`src/rtl/cpt_pkg.sv`:
```
// Shared definitions for the coprocessor pipeline tracker.
// Assumes the instruction class is coded in bits [27:24] of the word.
package cpt_pkg;

    localparam int unsigned WORD_W = 32;

    // Word loaded into the mirror by reset; its class field is not a coprocessor class.
    localparam logic [WORD_W-1:0] IDLE_WORD = '0;

    // True for the coprocessor data/register-transfer class or the load/store class.
    function automatic logic is_cop_class(input logic [3:0] cls);
        return (cls == 4'b1110) || (cls[3:1] == 3'b110);
    endfunction

endpackage

```
`src/rtl/cpt_pipe_mirror.sv`:
```
// Mirror of the core's fetch/decode/execute pipeline.
// Assumes the core advances every stage together on an edge with advance high.
module cpt_pipe_mirror
    import cpt_pkg::*;
#(
    parameter int unsigned DEPTH = 3
) (
    input  logic              clk,
    input  logic              rst_n,
    input  logic              advance,
    input  logic [WORD_W-1:0] bus_word,
    output logic [WORD_W-1:0] exec_word
);

    logic [WORD_W-1:0] stage_q [DEPTH];

    // Entry stage captures the bus word on each advance.
    always_ff @(posedge clk) begin
        if (!rst_n)
            stage_q[0] <= IDLE_WORD;
        else if (advance)
            stage_q[0] <= bus_word;
    end

    for (genvar s = 1; s < DEPTH; s++) begin : g_stage
        // Each later stage takes its neighbour's word on each advance.
        always_ff @(posedge clk) begin
            if (!rst_n)
                stage_q[s] <= IDLE_WORD;
            else if (advance)
                stage_q[s] <= stage_q[s-1];
        end
    end

    assign exec_word = stage_q[DEPTH-1];

endmodule

```
`src/rtl/cpt_owner_decode.sv`:
```
// Decides whether the execute-stage word belongs to this coprocessor.
// Assumes class bits and coprocessor-number bits are passed in as slices.
module cpt_owner_decode
    import cpt_pkg::*;
#(
    parameter logic [3:0] CP_ID = 4'd5
) (
    input  logic [3:0] class_bits,
    input  logic [3:0] cp_field,
    output logic       owned
);

    // Ownership: coprocessor class and matching unit number.
    always_comb owned = is_cop_class(class_bits) && (cp_field == CP_ID);

endmodule

```
`src/rtl/cpt_wait_ctrl.sv`:
```
// Busy-wait countdown, commit and abandon control.
// Assumes the core stalls while busy is high and never advances with the strobe low
// except on the commit edge.
module cpt_wait_ctrl
    import cpt_pkg::*;
#(
    parameter int unsigned WAIT_W = 8,
    parameter int unsigned CNT_W  = 8
) (
    input  logic              clk,
    input  logic              rst_n,
    input  logic              advance,
    input  logic              owned,
    input  logic              req_n,
    input  logic [WAIT_W-1:0] wait_load,
    input  logic [WORD_W-1:0] exec_word,
    output logic              busy,
    output logic              accept_stb,
    output logic [WORD_W-1:0] accept_word,
    output logic              abandon_stb,
    output logic [CNT_W-1:0]  abandon_count
);

    logic [WAIT_W-1:0] remain_q;
    logic              closed_q;   // instruction already committed or abandoned
    logic              engaged_q;  // strobe seen low for the current instruction
    logic              live;
    logic              do_commit;
    logic              do_abandon;
    logic              do_count;

    // Event decode from current state and strobe.
    always_comb begin
        live       = owned && !closed_q;
        busy       = live && (remain_q != '0);
        do_commit  = live && !req_n && (remain_q == '0);
        do_count   = live && !req_n && (remain_q != '0);
        do_abandon = live && req_n && engaged_q;
    end

    // Countdown and per-instruction flags; a new execute word restarts them.
    always_ff @(posedge clk) begin
        if (!rst_n) begin
            remain_q  <= '0;
            closed_q  <= 1'b0;
            engaged_q <= 1'b0;
        end else if (advance) begin
            remain_q  <= wait_load;
            closed_q  <= 1'b0;
            engaged_q <= 1'b0;
        end else begin
            if (do_count)
                remain_q <= remain_q - 1'b1;
            if (do_commit || do_abandon) begin
                closed_q  <= 1'b1;
                engaged_q <= 1'b0;
            end else if (live && !req_n) begin
                engaged_q <= 1'b1;
            end
        end
    end

    // Outcome strobes, committed word and abandon tally.
    always_ff @(posedge clk) begin
        if (!rst_n) begin
            accept_stb    <= 1'b0;
            accept_word   <= '0;
            abandon_stb   <= 1'b0;
            abandon_count <= '0;
        end else begin
            accept_stb  <= do_commit;
            abandon_stb <= do_abandon;
            if (do_commit)
                accept_word <= exec_word;
            if (do_abandon)
                abandon_count <= abandon_count + 1'b1;
        end
    end

endmodule

```
`src/rtl/cpt_handshake.sv`:
```
// Coprocessor side of the busy-wait handshake with a three-stage core.
// Assumes a synchronous active-low reset and the core's active-low request strobe.
module cpt_handshake
    import cpt_pkg::*;
#(
    parameter logic [3:0]  CP_ID  = 4'd5,
    parameter int unsigned WAIT_W = 8,
    parameter int unsigned CNT_W  = 8,
    parameter int unsigned DEPTH  = 3
) (
    input  logic              clk,
    input  logic              rst_n,
    input  logic              instr_fetch,
    input  logic [31:0]       instr_bus,
    input  logic              cop_req_n,
    input  logic [WAIT_W-1:0] wait_cycles,
    output logic              cop_absent,
    output logic              cop_busy,
    output logic              accept_stb,
    output logic [31:0]       accept_word,
    output logic              abandon_stb,
    output logic [CNT_W-1:0]  abandon_count
);

    logic [WORD_W-1:0] exec_word;
    logic              owned;

    cpt_pipe_mirror #(.DEPTH(DEPTH)) u_mirror (
        .clk       (clk),
        .rst_n     (rst_n),
        .advance   (instr_fetch),
        .bus_word  (instr_bus),
        .exec_word (exec_word)
    );

    cpt_owner_decode #(.CP_ID(CP_ID)) u_decode (
        .class_bits (exec_word[27:24]),
        .cp_field   (exec_word[11:8]),
        .owned      (owned)
    );

    cpt_wait_ctrl #(.WAIT_W(WAIT_W), .CNT_W(CNT_W)) u_wait (
        .clk           (clk),
        .rst_n         (rst_n),
        .advance       (instr_fetch),
        .owned         (owned),
        .req_n         (cop_req_n),
        .wait_load     (wait_cycles),
        .exec_word     (exec_word),
        .busy          (cop_busy),
        .accept_stb    (accept_stb),
        .accept_word   (accept_word),
        .abandon_stb   (abandon_stb),
        .abandon_count (abandon_count)
    );

    // Response: absent unless this unit owns the execute word.
    always_comb cop_absent = !owned;

endmodule

```
`config.mk`:
```
export PLATFORM = sky130hd
export DESIGN_NAME = cpt_handshake
export DESIGN_NICKNAME = d
export VERILOG_FILES = /design/src/rtl/cpt_pkg.sv /design/src/rtl/cpt_pipe_mirror.sv /design/src/rtl/cpt_owner_decode.sv /design/src/rtl/cpt_wait_ctrl.sv /design/src/rtl/cpt_handshake.sv
export SDC_FILE = /design/constraint.sdc
export NUM_CORES = 1
export LEC_CHECK = 0
export BUFFER_PORTS_ARGS = -buffer_cell sky130_fd_sc_hd__buf_2
export CELL_PAD_IN_SITES_DETAIL_PLACEMENT = 1
export CELL_PAD_IN_SITES_GLOBAL_PLACEMENT = 2
export CORE_UTILIZATION = 30
export DETAILED_ROUTE_END_ITERATION = 6
export PLACE_DENSITY = 0.62
export SLEW_MARGIN = 15
export SYNTH_ARGS = -nofsm -noshare
export SYNTH_HDL_FRONTEND = slang
export SYNTH_SLANG_ARGS = --single-unit
export TNS_END_PERCENT = 5
```
`constraint.sdc`:
```
create_clock -name clk -period 3.9 [get_ports clk]
set_clock_uncertainty 0.2 [all_clocks]
set_input_delay 0.78 -clock clk [delete_from_list [all_inputs] [get_ports clk]]
set_output_delay 0.78 -clock clk [all_outputs]
set_load 0.01 [all_outputs]
```
==> qor.json <==
{
  "floorplan.core_area": {"value": 19000, "unit": "µm²"},
  "clock_latency": {"value": 420, "unit": "ps"},
  "synthesis.instances": {"value": 479},
  "power.ir.vdd_worst": {"value": 0.284, "unit": "mV"},
  "grt_use_total": {"value": 13.6, "unit": "%"},
  "area_growth_syn_to_layout": {"value": 21.3, "unit": "%"},
  "number_of_violations_reported_at_the_end_of_detailed_routing_iteration_0": {"value": 186},
  "fmax": {"value": 343, "unit": "MHz"},
  "synth_fp_nets": {"value": 526},
  "worstSetupStartpointType": {"value": "flip-flop"},
  "core.rowCount": {"value": 50},
  "global_route.overflow_total": {"value": 0},
  "drt_pass1_iterations": {"value": 4},
  "timing.final.max_slew_violations": {"value": 0},
  "tritoncts.num_buffers": {"value": 17},
  "grt_first_pass_wirelength": {"value": 21.2, "unit": "mm"},
  "timing.rr.start": {"value": "u_wait.remain_q[0]"},
  "netlist_area_before_placement": {"value": 5900, "unit": "µm²"},
  "synth_cell_type_count": {"value": 43},
  "worst_ep_arrival_time": {"value": 1930, "unit": "ps"},
  "postCtsSetupRepairBufs": {"value": 0},
  "design.die.area": {"value": 20200, "unit": "µm²"},
  "maxCapViolCount": {"value": 0},
  "io-pin-count": {"value": 88},
  "netlist_top_cells_count": {"value": "and3_1, edfxtp_1, dfxtp_1"},
  "dp_hpwl": {"value": 8.37, "unit": "mm"},
  "cp.required": {"value": 2920, "unit": "ps"},
  "postCtsResizedCells": {"value": 0},
  "die-width": {"value": 142, "unit": "µm"},
  "antenna_violating_nets_post_route": {"value": 0},
  "number_of_global_route_vias_before_repair": {"value": 3994},
  "yosysSeqAreaShare": {"value": 66.5, "unit": "%"},
  "worst-path-max-fanout": {"value": 3},
  "via_count": {"value": 3944},
  "fin_crit_sh": {"value": 74.7, "unit": "%"},
  "count_of_hold_fix_buffers_inserted_at_cts": {"value": 0},
  "post_drt_via_cell_ratio": {"value": 4.76},
  "postSynthRegisterBits": {"value": 148},
  "p_per_area": {"value": 504, "unit": "nW/µm²"},
  "synth_enable_flop_cells": {"value": 96},
  "synth_top_flop_cell": {"value": "edfxtp_1"},
  "yosys.area.top_type_share": {"value": 48.9, "unit": "%"},
  "cts.path.max_buffers": {"value": 2},
  "synthesis.yosys.warnings": {"value": 0},
  "cts_root_buf": {"value": "clkbuf_16"},
  "outcome": {"value": "complete, no violations"},
  "instances_no_fill": {"value": 829},
  "cts.sink_count": {"value": 148},
  "worst_slew_margin_rel": {"value": 43.3, "unit": "%"},
  "start_util": {"value": 31.0, "unit": "%"},
  "clock_pin_slew_on_the_worst_setup_and_hold_paths": {"value": 70, "unit": "ps"},
  "post_route_cells_drive_above_1_share": {"value": 23.9, "unit": "%"},
  "worst_hold_path_type": {"value": "reg2reg"},
  "grt_setup_unrepaired": {"value": "false"},
  "worst_pin_slew": {"value": 850, "unit": "ps"},
  "post-synth-top-area-cell": {"value": "edfxtp_1"},
  "nNetsFinal": {"value": 603},
  "post_dp_cell_area": {"value": 6550, "unit": "µm²"},
  "library_cell_contributing_the_largest_single_delay_on_the_critical_path": {"value": "nor4_1"},
  "post-synth-top-count-cell": {"value": "and3_1"},
  "io_buffer_count": {"value": 87},
  "critPathTopFamily": {"value": "simple AND/OR/NAND/NOR gates"},
  "min_period": {"value": 2910, "unit": "ps"},
  "cts_tree": {"value": "yes"},
  "wl_per_cell": {"value": 15.8, "unit": "µm"},
  "place_inst": {"value": 797},
  "critPathLaunch": {"value": "u_mirror.stage_q[2][25]"},
  "die_height": {"value": 142, "unit": "µm"},
  "antenna_found_initial": {"value": 0},
  "drc_errors": {"value": 0},
  "timing.critical_path.cells": {"value": "and2_1 -> nor4_1 -> a21boi_0 -> buf_2"},
  "worstHoldStart": {"value": "u_wait.accept_word[26]"},
  "finalSetupViolCount": {"value": 0},
  "antenna_cells": {"value": 0},
  "critical_setup_path_kind": {"value": "reg2out"},
  "avgSynthCellArea": {"value": 12.3, "unit": "µm²"},
  "grt_max_degree": {"value": 108},
  "final_util": {"value": 37.6, "unit": "%"},
  "totalWireLength": {"value": 13.1, "unit": "mm"},
  "timing.setup.tns": {"value": 0, "unit": "ps"},
  "hold_viol_final": {"value": 0},
  "htree_levels": {"value": 4},
  "crit_end_element": {"value": "output port"},
  "stdcell_area": {"value": 7160, "unit": "µm²"},
  "total_leakage_power": {"value": 3.05, "unit": "nW"},
  "ys_top_cells_by_area": {"value": "edfxtp_1, dfxtp_1, and3_1, o21ai_0, a21oi_1"},
  "worst-path-buf-inv": {"value": 1},
  "critical-path-max-stage-delay": {"value": 440, "unit": "ps"},
  "place_congestion": {"value": 0.750},
  "async_reset_ff_share": {"value": 0, "unit": "%"}
}
layer usage:
layer  wire, µm  vias up  GRT usage (%)
met2       6070       69           21.5
met1       6320     1901           18.0
met5          0        -              0
li1           -     1960              -
met4        236        0           6.00
met3        436       14           2.96
power breakdown:
group | switching [mW] | leakage, nW | internal, mW | total (mW)
Clock | 0.654 | 0.285 | 1.01 | 1.66
Sequential | 0.0274 | 1.47 | 1.75 | 1.78
Combinational | 0.109 | 1.29 | 0.0597 | 0.169
Total | 0.790 | 3.05 | 2.82 | 3.61
worst paths after layout:
check | end | slack [ps] | cells past startpoint
max | cop_busy | 990 | 4
min | u_wait.accept_word[26] | 270 | 1
max reg2reg | u_wait.accept_word[31] | 1380 | 7
min reg2reg | u_wait.accept_word[26] | 270 | 1
cell type report:
type / count / area (µm²)
fillers: 2113 / 11900
flip-flops and latches: 148 / 3920
clock buffers: 17 / 425
multi-input cells: 281 / 1750
well taps: 260 / 325
clock inverters: 15 / 179
inverters: 11 / 43.8
repair buffers: 97 / 510
state kept, by name, indices dropped and copies added (netlist names):
name	cells
u_wait.abandon_stb	1
u_wait.abandon_count	8
u_wait.accept_stb	1
u_wait.remain_q	8
u_wait.engaged_q	1
u_wait.accept_word	32
u_mirror.stage_q	96
u_wait.closed_q	1
logic make-up (layout without fill, tap and decap cells):
| family | count (synthesis) | count (layout) | synth area share [%] |
|---|---|---|---|
| and+or+nand+nor | 183 | 183 | 19.4 |
| DFF | 148 | 148 | 66.5 |
| AOI/OAI and AO/OA | 93 | 93 | 9.25 |
| buffers and inverters | 50 | 140 | 3.86 |
| adders and majority gates | 3 | 3 | 0.636 |
| xor gates and xnor gates | 1 | 1 | 0.148 |
| muxes | 1 | 1 | 0.170 |
stage by stage:
step / total power [mW] / setup slack [ps] / hold WS (ps)
after global placement: 1.97 / 1280 / 241
final: 3.61 / 987 / 270
after floorplan: 1.92 / 257 / 272
after detailed placement: 1.98 / 1190 / 258
after CTS: 3.65 / 981 / 272
after global routing: 3.74 / 817 / 292
cells in the final DEF, fill, tap and decap left out, types with 4 or more instances in the layout:
cell type,synthesis,layout
and3_1,99,99
edfxtp_1,96,96
buf_2,2,87
dfxtp_1,52,52
o21ai_0,34,34
a21oi_1,33,33
nand3_1,30,30
clkbuf_16,0,17
inv_1,11,10
buf_4,0,10
nor2_1,9,9
nand2_1,9,9
or4_1,7,7
nor4_1,6,6
o31ai_1,6,6
nand4_1,5,5
or3_1,5,5
o21a_1,4,4
a31oi_1,4,4
clkinv_4,0,4
No activity file was read; power rests on OpenSTA's default activity.
